$ cat src/rtl/tcl_pkg.sv
package tcl_pkg;
  typedef enum logic {FMT_O64 = 1'b0, FMT_TC = 1'b1} fmt_e;
endpackage

$ cat src/rtl/tcl_correct.sv
module tcl_correct #(
  parameter int RAW_W  = 10,
  parameter int OFS_W  = 8,
  parameter int CODE_W = 9,
  parameter int IW     = 12
) (
  input  logic signed [RAW_W-1:0]  raw,
  input  logic signed [OFS_W-1:0]  ofs,
  input  logic                     coarse,
  input  tcl_pkg::fmt_e            fmt,
  output logic signed [IW-1:0]     t_sat,
  output logic [CODE_W-1:0]        code
);
  localparam int BIAS    = 2 ** (CODE_W - 2);
  localparam int TC_MAX  = 2 ** (CODE_W - 1) - 1;
  localparam int O64_MAX = 2 ** CODE_W - 1 - BIAS;
  localparam logic signed [IW-1:0] L_LO   = IW'(-BIAS);
  localparam logic signed [IW-1:0] L_TC   = IW'(TC_MAX);
  localparam logic signed [IW-1:0] L_O64  = IW'(O64_MAX);
  localparam logic signed [IW-1:0] L_BIAS = IW'(BIAS);

  function automatic logic signed [IW-1:0] ofs_half(input logic signed [OFS_W-1:0] o,
                                                    input logic c);
    logic signed [IW-1:0] ext;
    ext = $signed({{(IW-OFS_W){o[OFS_W-1]}}, o});
    return c ? (ext <<< 1) : ext;
  endfunction

  function automatic logic signed [IW-1:0] clamp(input logic signed [IW-1:0] t,
                                                 input tcl_pkg::fmt_e f);
    logic signed [IW-1:0] hi;
    hi = (f == tcl_pkg::FMT_TC) ? L_TC : L_O64;
    if (t < L_LO)      return L_LO;
    else if (t > hi)   return hi;
    else               return t;
  endfunction

  function automatic logic [CODE_W-1:0] encode(input logic signed [IW-1:0] t,
                                               input tcl_pkg::fmt_e f);
    logic signed [IW-1:0] b;
    b = t + L_BIAS;
    return (f == tcl_pkg::FMT_TC) ? t[CODE_W-1:0] : b[CODE_W-1:0];
  endfunction

  logic signed [IW-1:0] raw_ext;
  logic signed [IW-1:0] sum;

  assign raw_ext = $signed({{(IW-RAW_W){raw[RAW_W-1]}}, raw});
  assign sum     = raw_ext + ofs_half(ofs, coarse);
  assign t_sat   = clamp(sum, fmt);
  assign code    = encode(t_sat, fmt);
endmodule

$ cat src/rtl/tcl_lim_cmp.sv
module tcl_lim_cmp #(
  parameter int CODE_W = 9,
  parameter int IW     = 12
) (
  input  logic signed [IW-1:0]  t_val,
  input  logic [CODE_W-1:0]     lim_hi,
  input  logic [CODE_W-1:0]     lim_lo,
  input  tcl_pkg::fmt_e         fmt,
  output logic                  above_hi,
  output logic                  atbelow_lo
);
  localparam logic signed [IW-1:0] L_BIAS = IW'(2 ** (CODE_W - 2));

  function automatic logic signed [IW-1:0] decode(input logic [CODE_W-1:0] c,
                                                  input tcl_pkg::fmt_e f);
    if (f == tcl_pkg::FMT_TC)
      return $signed({{(IW-CODE_W){c[CODE_W-1]}}, c});
    else
      return $signed({{(IW-CODE_W){1'b0}}, c}) - L_BIAS;
  endfunction

  assign above_hi   = t_val >  decode(lim_hi, fmt);
  assign atbelow_lo = t_val <= decode(lim_lo, fmt);
endmodule

$ cat src/rtl/tcl_flag_bank.sv
module tcl_flag_bank #(
  parameter int NCH = 3
) (
  input  logic           clk,
  input  logic           rst_n,
  input  logic [NCH-1:0] hi_set,
  input  logic [NCH-1:0] lo_set,
  input  logic           clr,
  output logic [NCH-1:0] hi_flag,
  output logic [NCH-1:0] lo_flag
);
  for (genvar c = 0; c < NCH; c++) begin : g_ch
    always_ff @(posedge clk or negedge rst_n) begin
      if (!rst_n) begin
        hi_flag[c] <= 1'b0;
        lo_flag[c] <= 1'b0;
      end else begin
        hi_flag[c] <= (hi_flag[c] & ~clr) | hi_set[c];
        lo_flag[c] <= (lo_flag[c] & ~clr) | lo_set[c];
      end
    end

    // a set flag survives any cycle without a clear
    a_r7_hi_sticky: assert property (@(posedge clk) disable iff (!rst_n)
      (hi_flag[c] && !clr) |=> hi_flag[c]);
    a_r7_lo_sticky: assert property (@(posedge clk) disable iff (!rst_n)
      (lo_flag[c] && !clr) |=> lo_flag[c]);
    // a clear with no concurrent set empties the flag
    a_r8_hi_clear: assert property (@(posedge clk) disable iff (!rst_n)
      (clr && !hi_set[c]) |=> !hi_flag[c]);
    a_r8_lo_clear: assert property (@(posedge clk) disable iff (!rst_n)
      (clr && !lo_set[c]) |=> !lo_flag[c]);
  end

  // one sample touches at most one channel
  a_r6_one_hi: assert property (@(posedge clk) disable iff (!rst_n) $onehot0(hi_set));
  a_r6_one_lo: assert property (@(posedge clk) disable iff (!rst_n) $onehot0(lo_set));
endmodule

$ cat src/rtl/temp_corr_lim.sv
module temp_corr_lim #(
  parameter int NCH    = 3,
  parameter int RAW_W  = 10,
  parameter int OFS_W  = 8,
  parameter int CODE_W = 9,
  parameter int CHW    = 2
) (
  input  logic                    clk,
  input  logic                    rst_n,
  input  logic                    smp_vld,
  input  logic [CHW-1:0]          smp_ch,
  input  logic [RAW_W-1:0]        smp_raw,
  input  logic                    fmt_tc,
  input  logic                    ofs_coarse,
  input  logic [NCH*OFS_W-1:0]    ofs_flat,
  input  logic [NCH*CODE_W-1:0]   lim_hi_flat,
  input  logic [NCH*CODE_W-1:0]   lim_lo_flat,
  input  logic                    flag_clr,
  output logic                    rd_vld,
  output logic [CHW-1:0]          rd_ch,
  output logic [CODE_W-1:0]       rd_code,
  output logic [NCH-1:0]          hi_flag,
  output logic [NCH-1:0]          lo_flag
);
  import tcl_pkg::*;

  localparam int WMAX = (RAW_W > OFS_W + 1) ? RAW_W : OFS_W + 1;
  localparam int IW   = ((WMAX > CODE_W) ? WMAX : CODE_W) + 2;
  localparam int BIAS = 2 ** (CODE_W - 2);

  fmt_e                 fmt;
  logic                 ch_ok;
  logic                 take;
  logic [CHW-1:0]       sel;
  logic [OFS_W-1:0]     ofs_sel;
  logic [CODE_W-1:0]    hi_sel, lo_sel;
  logic signed [IW-1:0] t_sat;
  logic [CODE_W-1:0]    code_n;
  logic                 above_hi, atbelow_lo;
  logic [NCH-1:0]       ch_dec, hi_set, lo_set;
  fmt_e                 fmt_q;

  assign fmt     = fmt_tc ? FMT_TC : FMT_O64;
  assign ch_ok   = 32'(smp_ch) < NCH;
  assign take    = smp_vld && ch_ok;
  assign sel     = ch_ok ? smp_ch : '0;
  assign ofs_sel = ofs_flat[sel*OFS_W +: OFS_W];
  assign hi_sel  = lim_hi_flat[sel*CODE_W +: CODE_W];
  assign lo_sel  = lim_lo_flat[sel*CODE_W +: CODE_W];

  tcl_correct #(.RAW_W(RAW_W), .OFS_W(OFS_W), .CODE_W(CODE_W), .IW(IW)) u_corr (
    .raw    ($signed(smp_raw)),
    .ofs    ($signed(ofs_sel)),
    .coarse (ofs_coarse),
    .fmt    (fmt),
    .t_sat  (t_sat),
    .code   (code_n)
  );

  tcl_lim_cmp #(.CODE_W(CODE_W), .IW(IW)) u_cmp (
    .t_val      (t_sat),
    .lim_hi     (hi_sel),
    .lim_lo     (lo_sel),
    .fmt        (fmt),
    .above_hi   (above_hi),
    .atbelow_lo (atbelow_lo)
  );

  for (genvar c = 0; c < NCH; c++) begin : g_dec
    assign ch_dec[c] = take && (32'(smp_ch) == c);
  end
  assign hi_set = ch_dec & {NCH{above_hi}};
  assign lo_set = ch_dec & {NCH{atbelow_lo}};

  tcl_flag_bank #(.NCH(NCH)) u_flags (
    .clk     (clk),
    .rst_n   (rst_n),
    .hi_set  (hi_set),
    .lo_set  (lo_set),
    .clr     (flag_clr),
    .hi_flag (hi_flag),
    .lo_flag (lo_flag)
  );

  always_ff @(posedge clk or negedge rst_n) begin
    if (!rst_n) begin
      rd_vld  <= 1'b0;
      rd_ch   <= '0;
      rd_code <= '0;
      fmt_q   <= FMT_O64;
    end else begin
      rd_vld <= take;
      if (take) begin
        rd_ch   <= smp_ch;
        rd_code <= code_n;
        fmt_q   <= fmt;
      end
    end
  end

  // an out-of-range channel never produces a reading
  a_r9_bad_ch: assert property (@(posedge clk) disable iff (!rst_n)
    (smp_vld && !ch_ok) |=> !rd_vld);
  // every reading carries a real channel index
  a_r2_ch_range: assert property (@(posedge clk) disable iff (!rst_n)
    rd_vld |-> (32'(rd_ch) < NCH));
  // two's complement readings never fall below -64 degrees
  a_r4_tc_floor: assert property (@(posedge clk) disable iff (!rst_n)
    (rd_vld && fmt_q == FMT_TC && rd_code[CODE_W-1]) |->
      (rd_code >= CODE_W'(2 ** CODE_W - BIAS)));
endmodule

$ cat config.mk
export PLATFORM = sky130hd
export DESIGN_NAME = temp_corr_lim
export DESIGN_NICKNAME = d
export VERILOG_FILES = /design/src/rtl/tcl_pkg.sv /design/src/rtl/tcl_correct.sv /design/src/rtl/tcl_lim_cmp.sv /design/src/rtl/tcl_flag_bank.sv /design/src/rtl/temp_corr_lim.sv
export SDC_FILE = /design/constraint.sdc
export NUM_CORES = 1
export LEC_CHECK = 0
export CORE_AREA = 2 2 103 105
export CTS_CLUSTER_SIZE = 12
export DETAILED_ROUTE_END_ITERATION = 8
export DIE_AREA = 0 0 105 107
export DONT_BUFFER_PORTS = 1
export SLEW_MARGIN = 20
export SYNTH_ARGS = -nofsm -noshare
export SYNTH_HDL_FRONTEND = slang
export SYNTH_HIERARCHICAL = 1
export SYNTH_SLANG_ARGS = --single-unit
$ cat constraint.sdc
create_clock -name clk -period 2.5 [get_ports clk]
set_clock_uncertainty 0.2 [all_clocks]
set_input_delay 0.25 -clock clk [delete_from_list [all_inputs] [get_ports clk]]
set_output_delay 0.25 -clock clk [all_outputs]
set_load 0.02 [all_outputs]
==> results_dict.tcl, run 1 <==
set metrics [dict create \
    hp-class "in2reg" \
    max_freq_mhz 202 \
    seqPwrFrac_pct 17.7 \
    crit_type "in2reg" \
    grt_pass1_wl_mm 14.8 \
    min_period_over_period_pct 198 \
    p_int_mw 1.81 \
    grt_pass1_vias 3103 \
    area_growth_pct 29.7 \
    p_leak_nw 2.18 \
    coreArea_sq_um 10100 \
    syn_inst 381 \
    yosysUniqueCellTypes 63 \
    tritoncts "built" \
    rows 37 \
    port_buffers 0 \
    end_kind "register" \
    rsz0062_at_grt "yes" \
    setup_violations 15 \
    tns_ns -23.36 \
    viasPerCell 5.22 \
    antenna_found_initial 0 \
    final_hold_viol_count 0 \
    cp.arrival_ns 4.88 \
    maxCapViolations 0 \
    pin_count 114 \
    yosysWarnings 6 \
    ys_ff_latch 18 \
    critPathMaxFanout 58 \
    tightest_slew_ns 0.803 \
    synth_edf_count 0 \
    finalWeightedCongestion 0.873 \
    grt_max_degree 59 \
    setup_slack_ns -2.44 \
    report.final.slew_viol_count 0 \
    clock_sinks 18 \
    start_kind "primary input" \
    synthArstFlopShare_pct 100 \
    final_cell_mix "mux2i_1 (83), buf_4 (75), inv_1 (32)" \
    crit_family "compound AO/OA/AOI/OAI gates" \
    powerDensity_nw_per_um2 722 \
    ys_seq_area_share_pct 13.1 \
    dieArea_sq_um 11200 \
    first_pass_iters 4 \
    wl_per_cell_um 16.2 \
    antenna_cells 0 \
    wirelength_mm 9.44 \
    power_frac_clock_pct 7.3 \
    ant_nets 0 \
    dp.cells 560 \
    crit_required_ns 2.44 \
    cts_max_level 1 \
    layout_commonest_cell "mux2i_1" \
    violations "setup timing" \
    dp_hpwl_mm 7.54 \
    comb_power_share_pct 75.0 \
    start_util_pct 34.1 \
    p_sw_share_pct 43.8 \
    drtIter0Drc 132 \
    synth_nets 512 \
    grt_usage_pct 15.7 \
    slowest_stage "fa_2" \
    drc 0 \
    synthFlopType "dfrtp_1" \
    nets 577 \
    vdd_drop_max_v 0.000249 \
    dieWidth_um 105 \
    die_h_um 107 \
    avgSynthCellArea_sq_um 9.02 \
    netlist_area_sq_um 3440 \
    fin_cells 581 \
    crit_buf_inv 2 \
    switchingPower_mw 1.41 \
    overflow 0 \
    n_fill_cell 1000 \
    clockBufferDepth 2 \
    critical_path.max_stage_delay_ns 0.37 \
    period_needed_ns 4.94 \
    root_buffer "clkbuf_8" \
    via_count 3032 \
    clk_pin_slew_ns 0.07 \
    status "finished, violations left" \
    drive_gt1_share_pct 37.3 \
    insertion_delay_ns 0.25 \
    relSlewSlack_pct 46.3 \
    dp_slack_ns -2.84 \
    cts_made_buffers 3 \
]
-- repair_timing --
action,CTS,global route
gates resized for setup,29,31
setup endpoints to repair,15,15
hold buffers,2,0
pin swaps,14,9
hold endpoints to repair,19,0
buffers inserted,9,14
-- cells in the mapped netlist, types with 2 or more instances --
cell | number | area, sq um
mux2i_1 | 83 | 831
ha_1 | 34 | 425
inv_1 | 33 | 124
a21oi_1 | 31 | 155
dfrtp_1 | 18 | 450
a21o_1 | 12 | 90.1
nand2_1 | 12 | 45.0
o21ai_0 | 12 | 60.1
nand2b_1 | 11 | 68.8
buf_4 | 10 | 75.1
mux2_4 | 10 | 150
nor2_1 | 10 | 37.5
nor3_1 | 9 | 45.0
mux2_2 | 7 | 78.8
nand3_1 | 6 | 30.0
xor2_1 | 5 | 43.8
buf_2 | 4 | 20.0
buf_6 | 4 | 45.0
nor2b_1 | 4 | 25.0
xnor2_1 | 4 | 35.0
a221oi_1 | 3 | 26.3
a31oi_1 | 3 | 18.8
buf_12 | 3 | 60.1
o211ai_1 | 3 | 22.5
o21a_1 | 3 | 22.5
a211oi_1 | 2 | 15.0
a221o_1 | 2 | 20.0
a311oi_1 | 2 | 17.5
and2_1 | 2 | 12.5
clkbuf_4 | 2 | 15.0
nand4_1 | 2 | 12.5
o21bai_1 | 2 | 15.0
o221a_2 | 2 | 22.5
or2_2 | 2 | 12.5
-- registers in the layout, indices dropped and copies added (netlist names) --
signal and cells:
rd_ch 2, rd_code 9, rd_vld 1, u_flags/hi_flag 3, u_flags/lo_flag 3
-- final cells by class --
class                      count  area (sq um)  share of cell area, %
sequential                    18           450                   10.1
clock buffer                   4          55.1                   1.24
tap                          136           170                   3.82
timing repair buffer          85           673                   15.1
inverter                      34           128                   2.86
multi-input combinational    304          2980                   66.9
-- per-layer routing --
metal,vias up,track usage (%),wire (um)
met5,-,0,0
li1,1521,-,-
met2,72,29.6,5000
met4,0,2.48,63
met3,6,2.92,511
met1,1433,18.8,3860
-- kinds of logic after synthesis --
group	Yosys count	synth area share, %
AO/OA/AOI/OAI	93	19.3
XOR/XNOR	10	2.77
adder cells (fa/ha/maj)	35	13.0
buffers and inverters	59	10.5
flip-flops	18	13.1
multiplexers	101	31.2
AND/OR/NAND/NOR	65	10.1
-- power groups by stage --
stage | Combinational, mW | Clock, mW | Sequential [mW]
floorplan | 1.34 | 0 | 0.543
global placement | 1.84 | 0 | 0.580
detailed placement | 1.88 | 0 | 0.580
CTS | 2.10 | 0.236 | 0.575
global route | 2.63 | 0.254 | 0.584
finish | 2.41 | 0.235 | 0.569
-- per-stage QoR --
| step | hold WS (ns) | cell area [sq um] | power (mW) | utilization (%) |
|---|---|---|---|---|
| after floorplan | -0.246 | 3530 | 1.89 | - |
| after global placement | -0.245 | 3980 | 2.42 | 39.4 |
| after detailed placement | -0.245 | 3980 | 2.46 | 39.4 |
| after CTS | 0.000267 | 4220 | 2.91 | 41.9 |
| after global routing | 0.0201 | 4460 | 3.47 | 44.2 |
| final | 0.0230 | 4460 | 3.22 | 44.2 |
-- final timing paths --
check	from	to	slack, ns	cells after the start
worst max-delay path	smp_ch[1]	u_flags/hi_flag[0]$_DFF_PN0_	-2.44	28
worst min-delay path	smp_ch[0]	u_flags/lo_flag[0]$_DFF_PN0_	0.02	2
worst max register to register	rd_code[6]$_DFFE_PN0N_	rd_code[6]$_DFFE_PN0N_	1.41	1
worst min register to register	u_flags/hi_flag[0]$_DFF_PN0_	u_flags/hi_flag[0]$_DFF_PN0_	0.43	1
max in group asynchronous	rst_n	rd_code[0]$_DFFE_PN0N_	1.27	1
min in group asynchronous	rst_n	u_flags/lo_flag[2]$_DFF_PN0_	0.33	1
Power figures use the tool's default switching activity.
==> run 2: changes to the inputs <==
--- a/config.mk
+++ b/config.mk
@@ -10,6 +10,7 @@
 export DETAILED_ROUTE_END_ITERATION = 8
 export DIE_AREA = 0 0 105 107
 export DONT_BUFFER_PORTS = 1
+export REMOVE_ABC_BUFFERS = 1
 export SLEW_MARGIN = 20
 export SYNTH_ARGS = -nofsm -noshare
 export SYNTH_HDL_FRONTEND = slang
==> run 2 against run 1 <==
Net effect: register-to-register slack lost 0.38 ns; maximum frequency fell by 1.0%; first-iteration DRC count fell by 53%; highest routed layer unchanged; routed wire length fell by 11%; largest cell class unchanged; total power shrank 6.2%; the flow still finishes with violations (setup timing).
==> results_dict.tcl, run 2 (synthesized netlist as in run 1, its figures left out) <==
set metrics [dict create \
    vdd_drop_max_v 0.000365 \
    critPathMaxFanout 58 \
    antenna_found_initial 0 \
    clock_sinks 18 \
    cts_made_buffers 3 \
    p_leak_nw 2.16 \
    tritoncts "built" \
    die_h_um 107 \
    clockBufferDepth 2 \
    powerDensity_nw_per_um2 690 \
    rsz0062_at_grt "yes" \
    n_fill_cell 1040 \
    report.final.slew_viol_count 0 \
    layout_commonest_cell "mux2i_1" \
    setup_slack_ns -2.49 \
    final_cell_mix "mux2i_1 (82), buf_4 (77), inv_1 (32)" \
    rows 37 \
    port_buffers 0 \
    nets 576 \
    grt_pass1_vias 3063 \
    coreArea_sq_um 10100 \
    dp.cells 566 \
    multiInputGateArea_sq_um 2920 \
    cts_max_level 1 \
    violations "setup timing" \
    r2r_start "rd_ch[1]$_DFFE_PN0N_" \
    register_area_sq_um 450 \
    wirelength_mm 8.41 \
    setup_violations 15 \
    root_buffer "clkbuf_8" \
    whs_ns 0.0181 \
    tightest_slew_ns 0.805 \
    drc 0 \
    drive_gt1_share_pct 36.0 \
    wl_per_cell_um 14.5 \
    grt_max_degree 59 \
    viasPerCell 5.22 \
    start_kind "primary input" \
    overflow 0 \
    min_period_over_period_pct 200 \
    finalWeightedCongestion 0.823 \
    fin_cells 580 \
    max_freq_mhz 200 \
    final_util_pct 43.3 \
    min_from "smp_ch[0]" \
    dieWidth_um 105 \
    post_dp_cell_area_sq_um 3930 \
    period_needed_ns 4.99 \
    start_util_pct 34.1 \
    insertion_delay_ns 0.25 \
    status "finished, violations left" \
    first_pass_iters 4 \
    crit_required_ns 2.49 \
    final_cell_area_sq_um 4370 \
    crit_path_start "smp_ch[1]" \
    end_kind "register" \
    grt_usage_pct 14.5 \
    largest_reg_flops 9 \
    dieArea_sq_um 11200 \
    largest_register "rd_code" \
    clk_pin_slew_ns 0.06 \
    crit_type "in2reg" \
    reg_top3 "rd_code: 9 flops, u_flags/hi_flag: 3 flops, u_flags/lo_flag: 3 flops" \
    cp.arrival_ns 4.98 \
    dp_hpwl_mm 6.68 \
    drtIter0Drc 62 \
    area_growth_pct 27.2 \
    grt_pass1_wl_mm 13.6 \
    hp-class "in2reg" \
    ant_nets 0 \
    via_count 3030 \
    final_hold_viol_count 0 \
    pin_count 114 \
    antenna_cells 0 \
    maxCapViolations 0 \
    relSlewSlack_pct 46.2 \
]
[run 2: final timing paths]
path | endpoint | slack, ns | cells past startpoint
max | u_flags/lo_flag[0]$_DFF_PN0_ | -2.49 | 26
min | u_flags/lo_flag[0]$_DFF_PN0_ | 0.02 | 2
max reg2reg | rd_ch[1]$_DFFE_PN0N_ | 1.03 | 3
min reg2reg | u_flags/hi_flag[0]$_DFF_PN0_ | 0.42 | 1
max in group asynchronous | rd_code[2]$_DFFE_PN0N_ | 1.27 | 1
min in group asynchronous | rd_code[4]$_DFFE_PN0N_ | 0.33 | 1
[run 2: stage by stage]
step | total power, mW | setup TNS, ns | worst slack, ns
floorplan | 1.66 | -24.48 | -2.64
global placement | 2.29 | -27.22 | -2.83
detailed placement | 2.34 | -29.05 | -3.01
CTS | 2.86 | -22.48 | -2.35
global route | 3.27 | -25.54 | -2.75
finish | 3.02 | -22.48 | -2.49
[run 2: final cells by class]
cell class | count | area share (%)
multi-input cells | 304 | 66.7
repair buffers | 84 | 14.9
flip-flops and latches | 18 | 10.3
well taps | 136 | 3.89
inverters | 34 | 2.92
clock buffers | 4 | 1.26
[run 2: timing repair]
item | in CTS | in global routing
gates resized for setup | 45 | 19
endpoints found under the hold margin | 20 | 0
setup buffers | 8 | 4
cloned | 0 | 0
hold buffers | 3 | 0
setup endpoints to repair | 15 | 15
pin swaps | 34 | 25
[run 2: report_power, final]
group / internal, mW / leakage [nW] / switching [mW]
registers: 0.380 / 0.222 / 0.185
logic: 1.19 / 1.91 / 1.03
clock network: 0.140 / 0.0288 / 0.0903
total: 1.71 / 2.16 / 1.30
[run 2: per-layer routing]
metal  routed length (um)  track usage (%)  vias to the layer above
li1                     -                -                     1524
met1                 3610             17.3                     1432
met4                   27             2.00                        0
met5                    0                0                        -
met3                  384             1.95                        4
met2                 4400             27.9                       70
[run 2: worst max-delay path, cell delays in order]
cell and delay, ns:
mux2i_1 0.10, mux2i_1 0.16, nor2b_2 0.17, ha_2 0.20, inv_2 0.04, fa_2 0.36
nor2b_4 0.16, o311ai_4 0.11, a32oi_4 0.23, xor2_2 0.13, ha_4 0.29, nand4b_1 0.09
nor2_1 0.14, a41oi_2 0.15, nor3_4 0.25, nand2b_4 0.21, o21ai_4 0.08, ha_4 0.26
nand4_1 0.13, or3_4 0.42, o211ai_1 0.21, a21oi_2 0.11, a2111oi_4 0.29, nand2_1 0.15
nor3_2 0.19, a21o_1 0.10
